### config.mk
export PLATFORM = sky130hd
export DESIGN_NAME = stn_filter
export DESIGN_NICKNAME = d
export VERILOG_FILES = /design/src/rtl/stn_filter_pkg.sv /design/src/rtl/setup_loader.sv /design/src/rtl/addr_table.sv /design/src/rtl/dst_capture.sv /design/src/rtl/stn_filter.sv
export SDC_FILE = /design/constraint.sdc
export NUM_CORES = 2
export LEC_CHECK = 0
export BUFFER_PORTS_ARGS = -buffer_cell sky130_fd_sc_hd__buf_2
export CAP_MARGIN = 20
export CELL_PAD_IN_SITES_DETAIL_PLACEMENT = 0
export CELL_PAD_IN_SITES_GLOBAL_PLACEMENT = 2
export CORE_ASPECT_RATIO = 1.2
export CORE_MARGIN = 1.5
export CORE_UTILIZATION = 45
export DETAILED_ROUTE_END_ITERATION = 10
export GPL_TIMING_DRIVEN = 1
export PLACE_DENSITY_LB_ADDON = 0.1
export SLEW_MARGIN = 20
export SYNTH_ARGS = -nofsm -noshare
export SYNTH_HDL_FRONTEND = slang
export SYNTH_SLANG_ARGS = --single-unit
### constraint.sdc
create_clock -name clk -period 2.85 [get_ports clk]
set_input_delay 0.1425 -clock clk [delete_from_list [all_inputs] [get_ports clk]]
set_output_delay 0.1425 -clock clk [all_outputs]
set_load 0.1 [all_outputs]
### src/rtl/stn_filter_pkg.sv
package stn_filter_pkg;
    localparam int ADDR_BYTES = 6;
    typedef logic [7:0] byte_t;
    typedef byte_t [ADDR_BYTES-1:0] mac_t;   // index i = wire byte i
endpackage

### src/rtl/setup_loader.sv
module setup_loader
    import stn_filter_pkg::*;
#(
    parameter int N_ENT     = 16,
    parameter int ENT_BYTES = 12
) (
    input  logic               clk,
    input  logic               rst_n,
    input  logic               in_valid,
    input  logic               in_last,
    input  byte_t              in_data,
    output logic               commit,
    output mac_t [N_ENT-1:0]   shadow
);
    localparam int EW = (N_ENT > 1) ? $clog2(N_ENT) : 1;
    localparam int OW = $clog2(ENT_BYTES);

    typedef struct packed {
        logic [EW-1:0]    ent;
        logic [OW-1:0]    off;
        logic             full;
        logic             commit;
        mac_t [N_ENT-1:0] shadow;
    } ld_t;

    ld_t st_q, st_d;
    logic       at_end;
    logic       is_addr;
    logic [2:0] slot;

    always_comb begin
        st_d        = st_q;
        st_d.commit = 1'b0;
        at_end  = (st_q.ent == EW'(N_ENT - 1)) && (st_q.off == OW'(ENT_BYTES - 1));
        is_addr = (st_q.off[1] == 1'b0);
        slot    = 3'((st_q.off >> 2) * 2) + {2'b00, st_q.off[0]};
        if (in_valid) begin
            if (!st_q.full && is_addr)
                st_d.shadow[st_q.ent][slot] = in_data;
            if (in_last) begin
                st_d.commit = !st_q.full && at_end;
                st_d.ent    = '0;
                st_d.off    = '0;
                st_d.full   = 1'b0;
            end else if (!st_q.full) begin
                if (at_end) begin
                    st_d.full = 1'b1;
                end else if (st_q.off == OW'(ENT_BYTES - 1)) begin
                    st_d.off = '0;
                    st_d.ent = st_q.ent + 1'b1;
                end else begin
                    st_d.off = st_q.off + 1'b1;
                end
            end
        end
    end

    always_ff @(posedge clk or negedge rst_n) begin
        if (!rst_n) st_q <= '0;
        else        st_q <= st_d;
    end

    assign commit = st_q.commit;
    assign shadow = st_q.shadow;
endmodule

### src/rtl/addr_table.sv
module addr_table
    import stn_filter_pkg::*;
#(
    parameter int N_ENT = 16
) (
    input  logic             clk,
    input  logic             rst_n,
    input  logic             load,
    input  mac_t [N_ENT-1:0] load_tab,
    input  mac_t             cand,
    output logic             hit
);
    typedef struct packed {
        logic [N_ENT-1:0] vld;
        mac_t [N_ENT-1:0] tab;
    } tb_t;

    tb_t tb_q, tb_d;
    logic [N_ENT-1:0] eq;

    always_comb begin
        tb_d = tb_q;
        if (load) begin
            tb_d.tab = load_tab;
            tb_d.vld = '1;
        end
    end

    always_ff @(posedge clk or negedge rst_n) begin
        if (!rst_n) tb_q <= '0;
        else        tb_q <= tb_d;
    end

    for (genvar i = 0; i < N_ENT; i++) begin : g_cmp
        assign eq[i] = tb_q.vld[i] && (tb_q.tab[i] == cand);
    end

    assign hit = |eq;
endmodule

### src/rtl/dst_capture.sv
module dst_capture
    import stn_filter_pkg::*;
(
    input  logic  clk,
    input  logic  rst_n,
    input  logic  in_valid,
    input  logic  in_sof,
    input  byte_t in_data,
    input  logic  promisc,
    input  logic  hit,
    output mac_t  cand,
    output logic  dec_valid,
    output logic  dec_accept
);
    localparam int PW   = $clog2(ADDR_BYTES + 1);
    localparam int LAST = ADDR_BYTES - 1;

    typedef struct packed {
        logic [PW-1:0] pos;
        mac_t          bytes;
        logic          valid;
        logic          accept;
    } cap_t;

    cap_t cp_q, cp_d;
    logic [PW-1:0] pos;

    always_comb begin
        cand       = cp_q.bytes;
        cand[LAST] = in_data;
        cp_d = cp_q;
        pos  = in_sof ? '0 : cp_q.pos;
        if (in_valid) begin
            if (in_sof) cp_d.valid = 1'b0;
            if (pos < PW'(LAST)) begin
                cp_d.bytes[pos] = in_data;
            end else if (pos == PW'(LAST)) begin
                cp_d.valid  = 1'b1;
                cp_d.accept = promisc || hit;
            end
            if (pos < PW'(ADDR_BYTES)) cp_d.pos = pos + 1'b1;
        end
    end

    always_ff @(posedge clk or negedge rst_n) begin
        if (!rst_n) begin
            cp_q     <= '0;
            cp_q.pos <= PW'(ADDR_BYTES);
        end else begin
            cp_q <= cp_d;
        end
    end

    assign dec_valid  = cp_q.valid;
    assign dec_accept = cp_q.accept;
endmodule

### src/rtl/stn_filter.sv
module stn_filter
    import stn_filter_pkg::*;
#(
    parameter int N_ENT     = 16,
    parameter int ENT_BYTES = 12
) (
    input  logic       clk,
    input  logic       rst_n,
    input  logic       promisc,
    input  logic       setup_valid,
    input  logic       setup_last,
    input  logic [7:0] setup_data,
    input  logic       rx_valid,
    input  logic       rx_sof,
    input  logic [7:0] rx_data,
    output logic       match_valid,
    output logic       match_accept
);
    logic             commit;
    mac_t [N_ENT-1:0] shadow;
    mac_t             cand;
    logic             hit;

    setup_loader #(.N_ENT(N_ENT), .ENT_BYTES(ENT_BYTES)) u_ld (
        .clk(clk), .rst_n(rst_n),
        .in_valid(setup_valid), .in_last(setup_last), .in_data(setup_data),
        .commit(commit), .shadow(shadow)
    );

    addr_table #(.N_ENT(N_ENT)) u_tab (
        .clk(clk), .rst_n(rst_n),
        .load(commit), .load_tab(shadow), .cand(cand), .hit(hit)
    );

    dst_capture u_cap (
        .clk(clk), .rst_n(rst_n),
        .in_valid(rx_valid), .in_sof(rx_sof), .in_data(rx_data),
        .promisc(promisc), .hit(hit), .cand(cand),
        .dec_valid(match_valid), .dec_accept(match_accept)
    );
endmodule

Yosys cells after proc, flatten, opt, wreduce, memory -nomap -nowiden:

Cells that the tools add are included.

* add/subtract/negate cells: 4
* reductions and logical operators: 32
* $mul: 0
* $lt $le $gt $ge: 8
* bitwise logic cells: 2
* div/mod/pow operators: 0
* equality and inequality tests: 21
* shift operators: 0
* multiplexer cells: 21

Operators with widths (number)
* $mux W769: 1
* $bwmux W768: 1
* $eq A48 B48 Y1: 16
* $mux W768: 1
* $demux W48 S4: 1
* $bwmux W48: 1
* $demux W8 S3: 2
* $mux W48: 1
* $mux W8: 3
* $logic_and A1 B1 Y1: 22
* $mux W9: 2
* $reduce_or A16 Y1: 1
* $add A4 B1 Y4 const B: 2
* $eq A4 B4 Y1 const B: 2
* $lt A3 B4 Y1 const B: 2
* $mux W4: 2
* $ge A3 B1 Y1 const B: 2
* $lt A3 B3 Y1 const B: 2
* $reduce_and A2 Y1: 3
* $reduce_and A3 Y1: 2
* $lt A4 B5 Y1 const B: 1
* $ge A4 B1 Y1 const B: 1
* $mux W2: 2
* $ne A2 B2 Y1 const B: 2
* other kinds (10): 13

* memory bits (read-only): 0
* register bits after elaboration: 1600
* memories: 0
* output and inout port bits: 2
* logic and storage cells: 294
* RAM bits: 0
* bits in latches: 0

Logic depth before layout (Yosys ltp):

* depth after elaboration: 10
* depth in mapped cells: 10

By module:

A second synthesis with hierarchy kept.

* cells, all modules: 5506
* area, all modules: 75497.4 um^2

By module, submodules not included
* addr_table: sequential area each 19243.5 um^2, cells an instance 2749, times used 1, area an instance 38134.1 um^2
* setup_loader: sequential area each 19468.7 um^2, cells an instance 2593, times used 1, area an instance 35151.2 um^2
* dst_capture: sequential area each 1128.6 um^2, cells an instance 164, times used 1, area an instance 2212.1 um^2

Worst setup path before layout:

No wires, ideal clock.

* path type: register to register
* from: register u_ld.st_q[774] in the netlist's numbering
* to: register u_ld.st_q[777] in the netlist's numbering
* stages on the path, launching flop included: 11
* library setup time: 0.128 ns
* arrival: 1.884 ns
* required time: 2.722 ns
* setup slack: 0.838 ns
* clock period less this slack: 2.012 ns
* cells stage by stage: dfrtp_1 ha_1 and3_1 clkbuf_1 and2_1 nor2_1 and2_1 buf_2 nand4_1 xor2_1 nor2_1

* cells in the longest elaborated chain, start to end: 5

Ends and longest elaborated chain
* start, declared: RTL line setup_loader.sv:26 `ld_t st_q, st_d;`
* start signal, assigned: RTL line setup_loader.sv:60 `else st_q <= st_d;`
* $add A4 B1 Y4: RTL line setup_loader.sv:50 `st_d.ent = st_q.ent + 1'b1;`
* $mux W4: RTL line setup_loader.sv:48 `end else if (st_q.off == OW'(ENT_BYTES - 1)) begin`
* $mux W8: RTL line setup_loader.sv:46 `if (at_end) begin`
* $mux W9: RTL line setup_loader.sv:45 `end else if (!st_q.full) begin`
* $mux W9: RTL line setup_loader.sv:40 `if (in_last) begin`

Several ways; a longest one is shown, not always the timed one. The select of a mux whose other input is x is not followed.
A chain may end at the register's enable or synchronous reset.

Worst setup path after layout:

* from: register u_cap.cp_q (netlist bit u_cap.cand[39])
* to: register u_cap.cp_q (netlist bit u_cap.dec_accept)

* cells in the longest elaborated chain, start to end: 4

Ends and longest elaborated chain
* start, declared: RTL line dst_capture.sv:25 `cap_t cp_q, cp_d;`
* start signal, assigned: RTL line dst_capture.sv:50 `cp_q <= cp_d;`
* $eq A48 B48 Y1: RTL line addr_table.sv:35 `assign eq[i] = tb_q.vld[i] && (tb_q.tab[i] == cand);`
* $logic_and A1 B1 Y1: RTL line addr_table.sv:35
* $reduce_or A16 Y1 *: RTL line addr_table.sv:38 `assign hit = |eq;`
* $logic_or A1 B1 Y1 *: RTL line dst_capture.sv:39 `cp_d.accept = promisc || hit;`

Every way passes the cells marked *; elsewhere a longest branch is shown, timed or not.

==> flow_metrics.env <==
export IMPL_area_growth_pct=15.3
export IMPL_via_per_inst=5.63
export IMPL_hold_path_startpoint="rx_data[0]"
export IMPL_drtPass1Iterations=5
export IMPL_core_area_mm2=0.151
export IMPL_crit_path_start="u_cap.cand[39]"
export IMPL_syn_area_mm2=0.0688
export IMPL_cp_start_kind="flop"
export IMPL_cp_slowest_cell="dfrtp_2"
export IMPL_critical_path_arrival_ps=3600
export IMPL_ys_async_sr_fraction=1.00
export IMPL_synthFlopType="dfrtp_1"
export IMPL_first_global_vias=41500
export IMPL_fin_crit_ps=2850
export IMPL_synth_distinct_cells=46
export IMPL_worst_slew_pin_transition_ps=850
export IMPL_cp_max_fo=9
export IMPL_die_w_um=360
export IMPL_setup_viol=0
export IMPL_dp_hpwl_mm=143
export IMPL_synth_top_cell_by_area="dfrtp_1"
export IMPL_die_y_um=431
export IMPL_status="finished, final reports clean"
export IMPL_drv_slew=0
export IMPL_fmax_mhz=351
export IMPL_dp_cells=6675
export IMPL_netlist_instances=4698
export IMPL_holdPathStages=4
export IMPL_htreeDepth=4
export IMPL_cts_setup_buffers=0
export IMPL_io_pins=25
export IMPL_setup_ws_ps=3.76
export IMPL_grt_pass1_wl_mm=320
export IMPL_wl_per_cell_um=31.8
export IMPL_insertion_delay_ps=820
export IMPL_synth_nets=4728
export IMPL_slowest_delay_ps=780
export IMPL_cp_data_required_time_ps=3600
export IMPL_total_leakage_power_nw=37.8
export IMPL_ys_ff_latch=1592
export IMPL_grt_usage=0.291
export IMPL_hp_class="input pin to flop"
export IMPL_clk_pin_slew_ps=60
export IMPL_power_density_mw_per_mm2=731
export IMPL_die_area_mm2=0.155
export IMPL_cts_buffers=167
export IMPL_clock_sinks=1592
export IMPL_cts_tree="yes"
export IMPL_num_vias=39500
export IMPL_yosys_warnings=0
export IMPL_fp_row_count=156
export IMPL_synth_edf_count=0
export IMPL_antenna_found_initial=5
export IMPL_drtIter0Drc=2460
export IMPL_start_util=0.455
export IMPL_path_cells="buf_4 > xnor2_1 > nand4_1 > nor4_1 > nand3_1 > nand4_1 > o41ai_1 > a31oi_1"
export IMPL_cts_buffer_depth=3
export IMPL_gp_congestion=0.815
export IMPL_rsz0062_at_grt="false"
export IMPL_instances_no_fill=7012
export IMPL_rr_worst_depth=8
export IMPL_timing_final_crit_share=0.999
export IMPL_place_ws_ps=-54.1
export IMPL_crit_family="simple AND/OR/NAND/NOR gates"
export IMPL_drcViolationCount=0
export IMPL_r2r_start="u_cap.cand[39]"
export IMPL_path_depth=8
export IMPL_ctsRootBufferMaster="clkbuf_16"
export IMPL_gr_total_overflow=0
export IMPL_finalWirelength_mm=223
export IMPL_crit_buf_inv=1
export IMPL_fin_nets=4920
export IMPL_antenna_left=0
export IMPL_port_buffer_count=24
export IMPL_ir_worst_vdd_v=0.000691
export IMPL_hold_viol=0
export IMPL_yosys_top_cells_area="dfrtp_1 (58%), mux2_2 (24%), xnor2_1 (9.8%), mux2_1 (2.2%), nand4_1 (1.8%)"
export IMPL_synth_yosys_seq_area_share=0.579
export IMPL_relSlewSlack=0.434
export IMPL_drive_above_1_share=0.425
export IMPL_end_kind="flop"
export IMPL_yosysTopAreaCellShare=0.579
export IMPL_synthTopCellsByCount="dfrtp_1 (1,590), mux2_2 (1,445), xnor2_1 (768)"
export IMPL_synth_area_per_cell_um2=14.6
export IMPL_crit_type="flop to flop"
export IMPL_skew_ps=32.2
export IMPL_cpMostUsedCell="nand4_1"
export IMPL_grt_max_degree=86
export IMPL_cap_violations=0
export IMPL_synth_most_common_cell="dfrtp_1"
==> state kept, by name, summed over array words and instances (netlist names) <==
signal            flops
u_tab.tb_q          769
u_ld.shadow         768
u_cap.cand           40
u_ld.st_q             9
u_cap.cp_q            3
u_cap.dec_accept      1
u_cap.dec_valid       1
u_ld.commit           1
==> metrics by stage <==
| step | total power [mW] | area [um^2] | hold WS [ps] | setup TNS [ps] | util |
|---|---|---|---|---|---|
| finish | 57.9 | 79200 | 134 | 0 | 0.525 |
| CTS | 58.4 | 79200 | 71.6 | 0 | 0.524 |
| global placement | 35.4 | 73200 | 181 | -81.3 | 0.485 |
| detailed placement | 35.5 | 73200 | 180 | -54.1 | 0.485 |
| floorplan | 29.6 | 68800 | -153 | 0 | - |
| global route | 59.7 | 79200 | 97.4 | 0 | 0.525 |
==> worst register-to-register path, cell delays in order, from the launching register on <==
cell and delay (ps):
dfrtp_2 780, buf_4 310, xnor2_1 150, nand4_1 120, nor4_1 390, nand3_1 320, nand4_1 390, o41ai_1 160
a31oi_1 170
==> worst paths after layout <==
path	end	slack [ps]
setup / recovery	u_cap.dec_accept	4
hold / removal	u_cap.cand[24]	130
setup reg to reg	u_cap.dec_accept	4
hold reg to reg	u_tab.tb_q[618]	480
max in group asynchronous	u_tab.tb_q[473]	1860
min in group asynchronous	u_tab.tb_q[563]	170
==> cell type report <==
cell class	count	area (um^2)
fillers	12900	71800
flip-flops and latches	1592	39900
clock inverters	58	676
well taps	1975	2470
multi-input cells	2803	27500
diodes	4	10.0
repair buffers	320	3630
clock buffers	254	5070
inverters	6	22.5
==> cell families after synthesis <==
kind of cell,count (synthesis),share of synthesized area
adder cells (fa/ha/maj),7,0.00127
buffers and inverters,303,0.0216
flip-flops,1592,0.579
XOR/XNOR,770,0.0981
multiplexers,1580,0.259
AND/OR/NAND/NOR,428,0.0391
AO/OA/AOI/OAI,18,0.00173
==> placed cells by master, fill, tap and decap left out, drive strengths merged, types with 3 or more instances in the layout <==
master / synthesis / routed
o31ai: 3 / 3
inv: 6 / 15
dfrtp: 1590 / 1590
nand2: 110 / 110
bufinv: 0 / 13
nor3: 5 / 5
nor2b: 3 / 3
ha: 7 / 7
nand3: 16 / 16
nand2b: 3 / 3
and3: 5 / 5
clkinvlp: 0 / 3
a21oi: 5 / 5
dlygate4sd3: 0 / 20
nor4: 49 / 49
xnor2: 768 / 768
buf: 169 / 300
o21ai: 3 / 3
clkbuf: 128 / 254
clkinv: 0 / 33
nor3b: 3 / 3
mux2: 1578 / 1578
nor2: 18 / 18
and2: 12 / 12
diode: 0 / 4
nand4: 198 / 198
==> power breakdown <==
part / switching [mW] / internal [mW]
clock: 9.34 / 13.5
combinational: 6.57 / 4.08
sequential: 1.22 / 23.2
total: 17.1 / 40.8
==> layer usage <==
| metal | up-vias | share of wire | global-route usage |
|---|---|---|---|
| met3 | 246 | 0.034 | 0.0343 |
| li1 | 16800 | - | - |
| met4 | 0 | 0.026 | 0.0792 |
| met1 | 21700 | 0.45 | 0.402 |
| met5 | - | 0 | 0 |
| met2 | 731 | 0.49 | 0.486 |
==> repair_timing <==
action,in CTS,in global routing
hold endpoints to repair,1292,0
hold buffers,21,0
setup endpoints to repair,1,1
gates resized for setup,2,2
Power figures use the tool's default switching activity.
